<file path="config.mk">
export PLATFORM = sky130hd
export DESIGN_NAME = pixel_writer
export DESIGN_NICKNAME = d
export VERILOG_FILES = /design/src/rtl/pw_pkg.sv /design/src/rtl/pw_field.sv /design/src/rtl/pw_sat_cnt.sv /design/src/rtl/pixel_writer.sv
export SDC_FILE = /design/constraint.sdc
export NUM_CORES = 1
export LEC_CHECK = 0
export BUFFER_PORTS_ARGS = -buffer_cell sky130_fd_sc_hd__buf_2
export CAP_MARGIN = 20
export CORE_ASPECT_RATIO = 1.1
export CORE_MARGIN = 4
export CORE_UTILIZATION = 55
export DETAILED_ROUTE_END_ITERATION = 10
export PLACE_DENSITY = 0.78
export SLEW_MARGIN = 20
export SYNTH_ARGS = -nofsm -noshare
export SYNTH_HDL_FRONTEND = slang
export SYNTH_SLANG_ARGS = --single-unit
</file>
<file path="constraint.sdc">
create_clock -name clk -period 2.7 [get_ports clk]
set_input_delay 0.405 -clock clk [delete_from_list [all_inputs] [get_ports clk]]
set_output_delay 0.405 -clock clk [all_outputs]
set_load 0.02 [all_outputs]
</file>
<file path="src/rtl/pw_pkg.sv">
package pw_pkg;
  localparam int BYTE_W = 8;
  localparam int PIX_W  = 16;

  localparam logic [2:0] OP_COPY       = 3'd0;
  localparam logic [2:0] OP_PASTE      = 3'd1;
  localparam logic [2:0] OP_PASTE_MASK = 3'd2;
  localparam logic [2:0] OP_SET_RGB    = 3'd3;
  localparam logic [2:0] OP_CLEAR      = 3'd4;

  typedef enum logic [1:0] {
    ST_IDLE,
    ST_READ,
    ST_CALC,
    ST_WRITE
  } pw_state_e;
endpackage

</file>
<file path="src/rtl/pw_field.sv">
module pw_field
  import pw_pkg::*;
(
  input  logic [2:0]       depth,
  input  logic [2:0]       idx,
  input  logic [PIX_W-1:0] old_word,
  input  logic [PIX_W-1:0] src_pix,
  output logic [PIX_W-1:0] old_pix,
  output logic [PIX_W-1:0] put_pix,
  output logic [PIX_W-1:0] merged
);
  logic [BYTE_W-1:0] fmask;
  logic [2:0]        shift;
  logic              wide;
  logic [BYTE_W-1:0] pos_mask;
  logic [BYTE_W-1:0] old_field;
  logic [BYTE_W-1:0] put_field;

  // field width and bit position inside the low byte
  always_comb begin
    wide = (depth >= 3'd4);
    case (depth)
      3'd0:    begin fmask = 8'h01; shift = idx;                end
      3'd1:    begin fmask = 8'h03; shift = {idx[1:0], 1'b0};   end
      3'd2:    begin fmask = 8'h0F; shift = {idx[0], 2'b00};    end
      default: begin fmask = 8'hFF; shift = 3'd0;               end
    endcase
  end

  always_comb begin
    pos_mask  = fmask << shift;
    old_field = (old_word[BYTE_W-1:0] >> shift) & fmask;
    put_field = src_pix[BYTE_W-1:0] & fmask;
    if (wide) begin
      old_pix = old_word;
      put_pix = src_pix;
      merged  = src_pix;
    end else begin
      old_pix = {{(PIX_W-BYTE_W){1'b0}}, old_field};
      put_pix = {{(PIX_W-BYTE_W){1'b0}}, put_field};
      merged  = {{(PIX_W-BYTE_W){1'b0}},
                 (old_word[BYTE_W-1:0] & ~pos_mask) | (put_field << shift)};
    end
  end
endmodule

</file>
<file path="src/rtl/pw_sat_cnt.sv">
module pw_sat_cnt #(
  parameter int W = 16
) (
  input  logic         clk,
  input  logic         rst,
  input  logic         clr,
  input  logic         inc,
  output logic [W-1:0] q
);
  localparam logic [W-1:0] TOP = '1;

  always_ff @(posedge clk) begin
    if (rst || clr)
      q <= '0;
    else if (inc && q != TOP)
      q <= q + 1'b1;
  end

  a_r10_clear: assert property (@(posedge clk) disable iff (rst)
    clr |=> q == '0);

  a_r11_saturate: assert property (@(posedge clk) disable iff (rst)
    (q == TOP && !clr) |=> q == TOP);

  a_r8_step: assert property (@(posedge clk) disable iff (rst)
    (inc && !clr && q != TOP) |=> q == $past(q) + 1'b1);
endmodule

</file>
<file path="src/rtl/pixel_writer.sv">
module pixel_writer
  import pw_pkg::*;
#(
  parameter int ADDR_W = 20,
  parameter int CNT_W  = 16
) (
  input  logic              clk,
  input  logic              rst,
  input  logic              req_valid,
  output logic              req_ready,
  input  logic [2:0]        req_op,
  input  logic [ADDR_W-1:0] req_addr,
  input  logic [2:0]        req_idx,
  input  logic [2:0]        req_depth,
  input  logic [15:0]       req_data,
  output logic              mem_req,
  output logic              mem_we,
  output logic [ADDR_W-1:0] mem_addr,
  output logic [7:0]        mem_wdata,
  input  logic              mem_ack,
  input  logic [7:0]        mem_rdata,
  output logic [15:0]       copy_buf,
  output logic [CNT_W-1:0]  rd_hits,
  output logic [CNT_W-1:0]  wr_hits
);
  localparam int NCNT = 2;

  pw_state_e         state;
  logic [2:0]        op_q;
  logic [ADDR_W-1:0] addr_q;
  logic [2:0]        idx_q;
  logic [2:0]        depth_q;
  logic              byte_sel;
  logic [PIX_W-1:0]  old_q;
  logic [PIX_W-1:0]  new_q;

  logic              accept;
  logic              wide_q;
  logic              last_byte;
  logic              is_paste;
  logic              old_nz;
  logic              put_nz;
  logic              skip_wr;
  logic              clr_cnt;
  logic [PIX_W-1:0]  old_pix;
  logic [PIX_W-1:0]  put_pix;
  logic [PIX_W-1:0]  merged;
  logic [NCNT-1:0]   hit_inc;
  logic [CNT_W-1:0]  hit_q [NCNT];

  assign req_ready = (state == ST_IDLE);
  assign accept    = req_valid && req_ready;
  assign wide_q    = (depth_q >= 3'd4);
  assign last_byte = (byte_sel == wide_q);
  assign is_paste  = (op_q == OP_PASTE) || (op_q == OP_PASTE_MASK);
  assign old_nz    = |old_pix;
  assign put_nz    = |put_pix;
  assign skip_wr   = (op_q == OP_PASTE_MASK) && !put_nz;
  assign clr_cnt   = accept && (req_op == OP_CLEAR);

  assign hit_inc[0] = (state == ST_CALC) && is_paste && old_nz;
  assign hit_inc[1] = (state == ST_CALC) && is_paste && !skip_wr && old_nz;

  assign mem_req   = (state == ST_READ) || (state == ST_WRITE);
  assign mem_we    = (state == ST_WRITE);
  assign mem_addr  = addr_q + ADDR_W'(byte_sel);
  assign mem_wdata = byte_sel ? new_q[15:8] : new_q[7:0];

  pw_field u_field (
    .depth    (depth_q),
    .idx      (idx_q),
    .old_word (old_q),
    .src_pix  (copy_buf),
    .old_pix  (old_pix),
    .put_pix  (put_pix),
    .merged   (merged)
  );

  for (genvar g = 0; g < NCNT; g++) begin : g_cnt
    pw_sat_cnt #(.W(CNT_W)) u_cnt (
      .clk (clk),
      .rst (rst),
      .clr (clr_cnt),
      .inc (hit_inc[g]),
      .q   (hit_q[g])
    );
  end

  assign rd_hits = hit_q[0];
  assign wr_hits = hit_q[1];

  always_ff @(posedge clk) begin
    if (rst) begin
      state    <= ST_IDLE;
      op_q     <= '0;
      addr_q   <= '0;
      idx_q    <= '0;
      depth_q  <= '0;
      byte_sel <= 1'b0;
      old_q    <= '0;
      new_q    <= '0;
      copy_buf <= '0;
    end else begin
      case (state)
        ST_IDLE: begin
          if (accept) begin
            op_q     <= req_op;
            addr_q   <= req_addr;
            idx_q    <= req_idx;
            depth_q  <= req_depth;
            byte_sel <= 1'b0;
            old_q    <= '0;
            if (req_op == OP_SET_RGB)
              copy_buf <= req_data;
            if (req_op == OP_COPY || req_op == OP_PASTE || req_op == OP_PASTE_MASK)
              state <= ST_READ;
          end
        end
        ST_READ: begin
          if (mem_ack) begin
            if (byte_sel) old_q[15:8] <= mem_rdata;
            else          old_q[7:0]  <= mem_rdata;
            if (last_byte) begin
              byte_sel <= 1'b0;
              state    <= ST_CALC;
            end else begin
              byte_sel <= 1'b1;
            end
          end
        end
        ST_CALC: begin
          if (op_q == OP_COPY) begin
            copy_buf <= old_pix;
            state    <= ST_IDLE;
          end else if (skip_wr) begin
            state <= ST_IDLE;
          end else begin
            new_q <= merged;
            state <= ST_WRITE;
          end
        end
        ST_WRITE: begin
          if (mem_ack) begin
            if (last_byte) begin
              byte_sel <= 1'b0;
              state    <= ST_IDLE;
            end else begin
              byte_sel <= 1'b1;
            end
          end
        end
        default: state <= ST_IDLE;
      endcase
    end
  end

  a_r2_busy_blocks: assert property (@(posedge clk) disable iff (rst)
    mem_req |-> !req_ready);

  a_r12_hold: assert property (@(posedge clk) disable iff (rst)
    (mem_req && !mem_ack) |=> (mem_req && $stable(mem_addr) && $stable(mem_we)
                               && $stable(mem_wdata)));

  a_r7_transparent: assert property (@(posedge clk) disable iff (rst)
    (state == ST_CALC && op_q == OP_PASTE_MASK && !put_nz) |=> !mem_req);

  a_r4_copy_reads_only: assert property (@(posedge clk) disable iff (rst)
    (op_q == OP_COPY && mem_req) |-> !mem_we);

  a_r5_set_rgb: assert property (@(posedge clk) disable iff (rst)
    (accept && req_op == OP_SET_RGB) |=> copy_buf == $past(req_data));
endmodule

</file>
# After elaboration in Yosys (flattened, before gate mapping)
# Index checks and enable logic that the tools add are counted.
# totals
reg_bits	112
input_bits	57
wordCells	112
# classes
n_addsub	3
n_lt_le_gt_ge	1
eq_ne	25
shift	3
n_mux	28
bitwise	7
reduce_logical	33
# op_table
operator	count
2-to-1 mux 16 bit	8
one-hot mux 16 bit (2 select lines)	2
adder 16 x 1 -> 16 bit, second input constant	2
inequality test 16 bit, second input constant	2
OR reduction 16 bit	2
AND 8 bit	3
2-to-1 mux 8 bit	3
one-hot mux 8 bit (3 select lines)	1
adder 20 x 1 -> 20 bit	1
2-to-1 mux 2 bit	8
<< shifter 8 x 3 -> 8 bit	2
inequality test 2 x 1 -> 1 bit, second input constant	7
== test 3 x 2 -> 1 bit, second input constant	4
AND reduction 4 bit	3
== test 3 x 1 -> 1 bit, second input constant	3
logical AND 1 bit	9
logical NOT 3 bit	3
one-hot mux 3 bit (3 select lines)	1
inequality test 2 bit, second input constant	4
NOT 8 bit	1
OR 8 bit	1
one-hot mux 2 bit (4 select lines)	1
>> shifter 8 x 3 -> 8 bit	1
AND reduction 3 bit	2
other kinds (15)	26

# Longest topological paths before layout
# Gate-level depths: netlist of run 1.
# depth
ltp_word	11
mapped_depth	11

# Cells and area by module
# A second synthesis of run 1 with hierarchy kept.
# unflattened
hier_cells	753
area_unflattened_um2	6291.0
# by_module_without_submodules
mod	n_inst	cells_per_inst	area_each_um2	seq_area_each_um2
pixel_writer	1	438	3803.6	1601.5
pw_sat_cnt	2	95	847.1	320.3
pw_field	1	125	793.3	0.0

# Worst setup path after synthesis of run 1
# Ideal clock, no wire load.
# synth_path
path_kind	flip-flop to flip-flop
from	reg depth_q[1]
to	reg g_cnt[0].u_cnt.q[12]
arrival_ns	2.271
required_ns	2.565
path_slack_ns	0.295
stages_incl_launch_ff	10
n_path_buf	2
synth_period_minus_slack_ns	2.405
path_cell_list	dfxtp_1 > buf_6 > nor4b_4 > o2bb2ai_1 > or3_1 > a41o_1 > o31a_1 > buf_2 > a41oi_1 > a311oi_1
# synth_via
elab_chain_len	8
# synth_lines
item	line_no	rtl
from (decl)	pixel_writer.sv:32	logic [2:0] depth_q;
from (signal assigned)	pixel_writer.sv:110	depth_q <= req_depth;
== test 3 x 2 -> 1 bit, or another cell as far along	pw_field.sv:22	case (depth)
one-hot mux 3 bit (3 select lines)	pw_field.sv:22	
>> shifter 8 x 3 -> 8 bit	pw_field.sv:32	old_field = (old_word[BYTE_W-1:0] >> shift) & fmask;
AND 8 bit	pw_field.sv:32	
2-to-1 mux 16 bit *	pw_field.sv:34	if (wide) begin
OR reduction 16 bit *	pixel_writer.sv:56	assign old_nz = |old_pix;
logical AND 1 bit *	pixel_writer.sv:61	assign hit_inc[0] = (state == ST_CALC) && is_paste && old_nz;
logical AND 1 bit *	pw_sat_cnt.sv:15	else if (inc && q != TOP)
to (signal assigned)	pw_sat_cnt.sv:16	q <= q + 1'b1;
to (decl)	pw_sat_cnt.sv:8	output logic [W-1:0] q
# Mark *: on every way between the ends. The rest lies on a longest branch, timed or not.
# A chain may end at the register's enable or synchronous reset.

# Final worst setup path of run 1
# layout_path
from	reg old_q[10]
to	reg g_cnt[0].u_cnt.q[5]
# layout_via
elab_chain_len	4
# layout_lines
item	line_no	rtl
from (decl)	pixel_writer.sv:34	logic [PIX_W-1:0] old_q;
from (signal assigned)	pixel_writer.sv:121	if (byte_sel) old_q[15:8] <= mem_rdata;
2-to-1 mux 16 bit	pw_field.sv:34	
OR reduction 16 bit	pixel_writer.sv:56	
logical AND 1 bit	pixel_writer.sv:61	
logical AND 1 bit	pw_sat_cnt.sv:15	
# Every way passes these cells.

==> run summary, run 1 <==
status - completed
clock latency on the worst-skew pair - 0.35 ns
gr usage total - 0.2760
post-synthesis instance area - 5998 µm²
Rel. slew slack - 0.4641
fin util - 0.7113
GRT Residual Overflow - 0
Max FO, Critical Path - 6
fmax - 383.2 MHz
Antenna Nets Post-Route - 0
Clock Sink Count - 112
floorplan row count - 39
vias in the first global route - 5,983
total wire length - 18,390 µm
vias post-DR - 6,304
Syn Nets - 813
DRC - 0
area grow syn2layout - 24.99%
CP startpoint kind - flop
worst setup path startpoint - old_q[10]
CTS Buf Count - 9
clock buffer depth - 2
DP HPWL - 13,110 µm
Syn Inst Count - 752
critical path required time - 2.98 ns
cell taking the most area after synthesis - dfxtp_1
synth warn - 0
first-pass GRT wire length - 28,750 µm
clk root buf - clkbuf_16
sequential area share after synthesis - 0.3738
worst reg2reg path startpoint - old_q[10]
fillcell total - 875
final hold violations - 0
CP arrival - 2.89 ns
fin worst setup slack - 0.09020 ns
Die X - 107.6 µm
cell depth of the worst flop-to-flop path - 9
Max VDD drop - 326.6 µV
WL/cell - 17.50 µm
Post-synth top flop - dfxtp_1
port bufs - 135
Antenna diodes - 0
max cap viols - 0
final worst-path cycle share - 0.9666
leading post-synthesis cells by cell area - dfxtp_1 (37%), nand2_1 (7.1%), a21oi_1 (6.8%)
Post-synth EDFFs - 0
Yosys cell types - 64
layout net count - 964
largest net degree at the start of global routing - 49
asr flop ratio synth - 0
die area - 12,640 µm²
crit path to - g_cnt[0].u_cnt.q[5]
core region area - 10,540 µm²
Worst-path clk slew - 0.07 ns
r2r endpoint - g_cnt[0].u_cnt.q[5]
Final setup viols - 0
CTS H-Tree Depth - 3
DRT Pass-1 Iters - 5
Final min period - 2.610 ns
LEAKAGE - 0.003065 µW
die height - 117.5 µm
pre-CTS setup slack - 0.01270 ns
initial antenna violation count - 0
IO Count - 136
Final Slew Violations - 0
number of hold buffers added after cts - 0
Pwr Density - 508.9 nW/µm²
Crit. End Element - flop
worst slew pin tran - 0.7994 ns
Avg Inst Size Synth - 7.976 µm²
Iter 0 DRT Violations - 410
RePlAce Congestion - 0.9386
Yosys reg bits - 112
fraction of layout cells with a size suffix above 1 - 0.2808
kind of critical path - flop to flop
average via count per standard cell - 5.998
CTS tree - done
post-synth top area share - 0.3738
reg2reg setup slack - 0.09 ns
Hold WC Path Type - primary input to flop
Initial Utilization - 0.5691
Clock Skew - 0.008272 ns
[through the flow]
stage          std cells  cell area (µm²)  setup TNS, ns  total power, µW  hold WS, ns
3_3_place_gp        1019             6924       -0.02290             2510       0.4385
2_1_floorplan        752             5998              0             2264       0.4285
5_1_grt             1051             7497      -0.005893             3971       0.2929
4_1_cts             1036             7226              0             3805       0.2830
6_report            1051             7497              0             3815       0.2883
3_5_place_dp        1019             6924              0             2522       0.4463
[where the power goes]
part           internal [µW]  switching [µW]
logic                    290             417
clock network            682             619
registers               1720            87.2
total                   2690            1120
[cell families (layout without fill, tap and decap cells)]
logic type / after synthesis / in the layout / synth area share
buffers and inverters: 62 / 217 / 0.05069
AOI/OAI and AO/OA: 194 / 195 / 0.2076
DFF: 112 / 112 / 0.3738
muxes: 36 / 36 / 0.06216
xor gates and xnor gates: 21 / 21 / 0.03066
and+or+nand+nor: 323 / 323 / 0.2668
adders and majority gates: 4 / 4 / 0.008344
[synthesized netlist by cell type (13+ instances only)]
cell type	n
xnor2_1	15
nand3_1	32
or3_1	13
clkbuf_1	33
o31ai_1	16
mux2i_1	26
or4_1	19
nor2_1	63
o21ai_0	14
and3_1	18
a211oi_1	13
nand2_1	113
dfxtp_1	112
a21oi_1	81
and2_1	15
[sequential cells by signal, summed over array words and instances (netlist names)]
register / flops
new_q: 16
idx_q: 3
depth_q: 3
old_q: 16
byte_sel: 1
copy_buf: 16
state: 2
op_q: 3
addr_q: 20
g_cnt.u_cnt.q: 32
[cell usage in the layout (no fill, tap or decap), drive strengths merged, types with 10 or more instances in the layout]
master  count
and2       16
xnor2      15
mux2i      26
inv        11
or4        19
mux2       10
buf       187
nand3      32
o31ai      17
dfxtp     112
nand2     113
and3       18
nor2       63
or3        13
a21oi      84
a211oi     13
o21ai      26
clkbuf     14
[metal layers]
metal / share of wire / routed length (µm) / GRT usage
met5: 0 / 0 / 0
met1: 0.40 / 7416 / 0.3353
met3: 0.061 / 1130 / 0.04443
met2: 0.51 / 9287 / 0.4872
met4: 0.030 / 554 / 0.09708
[worst min-delay path by stage]
| stage | cells past startpoint | startpoint | to |
|---|---|---|---|
| after floorplan | 2 | new_q[10] | new_q[10] |
| after global placement | 2 | new_q[14] | new_q[14] |
| after detailed placement | 2 | new_q[9] | new_q[9] |
| after CTS | 3 | req_addr[2] | addr_q[2] |
| after global routing | 3 | req_addr[0] | addr_q[0] |
| final | 3 | req_depth[1] | depth_q[1] |
[worst max-delay path: stages (launching register included)]
cell,delay [ns]
dfxtp_2,0.32
or4_4,0.53
o21ai_2,0.16
o2111ai_2,0.13
or4_4,0.55
o31ai_4,0.28
buf_6,0.18
clkbuf_16,0.15
o21ai_1,0.06
a21oi_1,0.18
[timing repair]
action                     4_1_cts  5_1_grt
hold endpoints to repair         0        0
buffers inserted                 1       10
pin swaps                        0       21
gates resized for setup          0       32
setup endpoints to repair        1       34
gates cloned                     0        6
[area by class of cell]
type	instances	area, µm²	area share
Tap cell	143	178.9	0.02387
Sequential cell	112	2257	0.3011
Clock inverter	5	41.29	0.005507
Inverter	11	41.29	0.005507
Multi-Input combinational cell	579	3553	0.4740
Clock buffer	11	252.7	0.03371
Timing Repair Buffer	190	1172	0.1564
Power figures use the tool's default switching activity.
==> run 2: changes to the inputs <==
--- a/config.mk
+++ b/config.mk
@@ -5,6 +5,7 @@
 export SDC_FILE = /design/constraint.sdc
 export NUM_CORES = 1
 export LEC_CHECK = 0
+export ABC_AREA = 1
 export BUFFER_PORTS_ARGS = -buffer_cell sky130_fd_sc_hd__buf_2
 export CAP_MARGIN = 20
 export CORE_ASPECT_RATIO = 1.1
==> run summary, run 2 <==
status - completed (unchanged)
vias post-DR - 6,462 (was 6,304)
Clock Skew - 0.008695 ns (was 0.008272 ns)
Crit path max-delay family - simple AND/OR/NAND/NOR gates (unchanged)
Syn Inst Count - 897 (was 752)
Clock Sink Count - 112 (unchanged)
slowest cell on the critical path - dfxtp_2 (was or4_4)
port bufs - 135 (unchanged)
Crit. End Element - output pin (was flop)
Final min period - 2.607 ns (was 2.610 ns)
Worst-path clk slew - 0.07 ns (about the same)
leading post-synthesis cells by cell area - dfxtp_1 (37%), nand2_1 (12%), a21oi_1 (7.7%) (was dfxtp_1 (37%), nand2_1 (7.1%), a21oi_1 (6.8%))
IO Count - 136 (unchanged)
synth warn - 0 (unchanged)
top-count cell post-synth - nand2_1 (unchanged)
Inst Count DP - 1,155 (was 1,019)
number of hold buffers added after cts - 0 (unchanged)
Placed Area - 6897 µm² (was 6924 µm²)
Avg Inst Size Synth - 6.803 µm² (was 7.976 µm²)
CTS H-Tree Depth - 3 (unchanged)
Iter 0 DRT Violations - 502 (was 410)
most frequent cells in the layout - nand2_1 (201), buf_2 (133), dfxtp_1 (110) (was buf_2 (135), nand2_1 (113), dfxtp_1 (104))
area grow syn2layout - 19.93% (was 24.99%)
fin worst setup slack - 0.09309 ns (was 0.09020 ns)
core region area - 10,910 µm² (was 10,540 µm²)
CP startpoint kind - flop (unchanged)
commonest non-fill, non-tap cell in the layout - nand2_1 (was buf_2)
kind of critical path - flop to output pin (was flop to flop)
Antenna diodes - 0 (unchanged)
cell taking the most area after synthesis - dfxtp_1 (unchanged)
RePlAce Congestion - 0.9660 (was 0.9386)
Post-synth top flop - dfxtp_1 (unchanged)
GRT Residual Overflow - 0 (unchanged)
clk root buf - clkbuf_16 (unchanged)
power after layout - 5905 µW (was 3815 µW)
fmax - 383.6 MHz (was 383.2 MHz)
critical path's largest stage delay - 0.36 ns (was 0.55 ns)
fin area - 7318 µm² (was 7497 µm²)
final worst-path cycle share - 0.9655 (was 0.9666)
CTS Buf Count - 9 (unchanged)
gr usage total - 0.2649 (was 0.2760)
critical path required time - 2.30 ns (was 2.98 ns)
layout net count - 1,083 (was 964)
DP HPWL - 12,410 µm (was 13,110 µm)
total wire length - 17,090 µm (was 18,390 µm)
WL/cell - 14.56 µm (was 17.50 µm)
worst slew pin tran - 0.7482 ns (was 0.7994 ns)
Non-Filler Instances - 1,174 (was 1,051)
average via count per standard cell - 5.504 (was 5.998)
Syn Nets - 958 (was 813)
CP bufs+invs - 1 (was 2)
DRT Pass-1 Iters - 5 (unchanged)
register area - 2245 µm² (was 2257 µm²)
top cells by count, synth - nand2_1 (202), dfxtp_1 (112), nor2_1 (95) (was nand2_1 (113), dfxtp_1 (112), a21oi_1 (81))
floorplan row count - 40 (was 39)
fraction of layout cells with a size suffix above 1 - 0.2006 (was 0.2808)
Pwr Density - 806.9 nW/µm² (was 508.9 nW/µm²)
fillcell total - 1,037 (was 875)
Max VDD drop - 458.8 µV (was 326.6 µV)
asr flop ratio synth - 0 (unchanged)
Rel. slew slack - 0.5012 (was 0.4641)
Final Slew Violations - 0 (unchanged)
multi-input combinational cell area - 3400 µm² (was 3553 µm²)
Die X - 108.4 µm (was 107.6 µm)
first-pass GRT wire length - 27,880 µm (was 28,750 µm)
Top Registers - g_cnt.u_cnt.q (32), addr_q (20) (unchanged)
final hold violations - 0 (unchanged)
Yosys reg bits - 112 (unchanged)
Hold WC Path Type - primary input to flop (unchanged)
LEAKAGE - 0.003242 µW (was 0.003065 µW)
pre-CTS setup slack - 0.08964 ns (was 0.01270 ns)
DRC - 0 (unchanged)
clock latency on the worst-skew pair - 0.36 ns (was 0.35 ns)
Initial Utilization - 0.5593 (was 0.5691)
die height - 118.5 µm (was 117.5 µm)
Post-synth EDFFs - 0 (unchanged)
clock buffer depth - 2 (unchanged)
CTS tree - done (unchanged)
Final setup viols - 0 (unchanged)
Top reg by flops - g_cnt.u_cnt.q (unchanged)
number of flip-flops in the largest register - 32 (unchanged)
max cap viols - 0 (unchanged)
sequential area share after synthesis - 0.3674 (was 0.3738)
die area - 12,850 µm² (was 12,640 µm²)
Cell Chain, Critical Path - ha_4 > ha_4 > nand3_2 > nor2_2 > nand4_1 > nor3_2 > nand2_2 > nor3_2 > xor2_1 > buf_4 (was or4_4 > o21ai_2 > o2111ai_2 > or4_4 > o31ai_4 > buf_6 > clkbuf_16 > o21ai_1 > a21oi_1)
vias in the first global route - 5,857 (was 5,983)
CP arrival - 2.20 ns (was 2.89 ns)
initial antenna violation count - 0 (unchanged)
Max FO, Critical Path - 3 (was 6)
Antenna Nets Post-Route - 0 (unchanged)
post-synth top area share - 0.3674 (was 0.3738)
post-synthesis instance area - 6102 µm² (was 5998 µm²)
Yosys cell types - 36 (was 64)
largest net degree at the start of global routing - 32 (was 49)
Total Negative Setup Slacks - 0 ns (unchanged)
run 2: cell count changes after synthesis, sizes merged, moves of 16 or more:
cell,previous run,this run
nor2,63,98
and2,16,0
xor2,6,29
o31ai,17,1
mux2i,26,0
nand4,8,52
o21ai,26,69
inv,11,72
nand2,113,203
or4,19,0
nand3,32,50
and3,18,0
run 2: what timing repair did:
item / in CTS / in global routing
gates resized for setup: 7 / 12
endpoints found under the hold margin: 0 / 0
pin swaps: 3 / 8
gates cloned: 0 / 0
endpoints found under the setup margin: 3 / 35
buffers inserted: 3 / 0
run 2: area by class of cell:
type | count | area share
Multi-Input combinational cell | 662 | 0.4645
Clock buffer | 10 | 0.03266
Timing Repair Buffer | 161 | 0.1197
Inverter | 76 | 0.03898
Sequential cell | 112 | 0.3067
Clock inverter | 6 | 0.01231
Tap cell | 147 | 0.02513
run 2: logic make-up after synthesis:
| kind of cell | after synthesis | synth area share |
|---|---|---|
| XOR/XNOR | 45 | 0.06459 |
| buffers and inverters | 123 | 0.08571 |
| flip-flops | 112 | 0.3674 |
| AO/OA/AOI/OAI | 188 | 0.1644 |
| adder cells (fa/ha/maj) | 4 | 0.008202 |
| AND/OR/NAND/NOR | 425 | 0.3096 |
run 2: metrics by stage:
step                hold slack (ns)    util
detailed placement           0.4557  0.6321
finish                       0.2685  0.6708
CTS                          0.2629  0.6666
global placement             0.4513  0.6321
floorplan                    0.4409       -
global route                 0.2715  0.6708
run 2: power breakdown:
group | total (µW) | internal [µW] | switching [µW]
sequential | 2200 | 1920 | 274
combinational | 2240 | 670 | 1570
clock | 1470 | 842 | 624
run 2: layer usage:
layer	track usage	share of wire	wire [µm]	vias to the layer above
li1	-	-	-	3250
met1	0.3424	0.43	7314	2894
met2	0.4335	0.48	8124	265
met3	0.03605	0.061	1044	53
met4	0.1215	0.036	610	0
met5	0	0	0	-
run 2: worst min-delay path, delay by kind of cell:
family                 cells  cell delay (ns)
buffers and inverters      1             0.07
AND/OR/NAND/NOR            2             0.11
run 2: worst paths after layout:
kind | cells past startpoint | slack (ns) | endpoint | start
hold reg to reg | 2 | 0.47 | old_q[8] | old_q[8]
setup / recovery | 10 | 0.09 | mem_addr[18] | byte_sel
hold / removal | 3 | 0.27 | addr_q[6] | req_addr[6]
setup reg to reg | 13 | 0.22 | g_cnt[0].u_cnt.q[1] | depth_q[1]
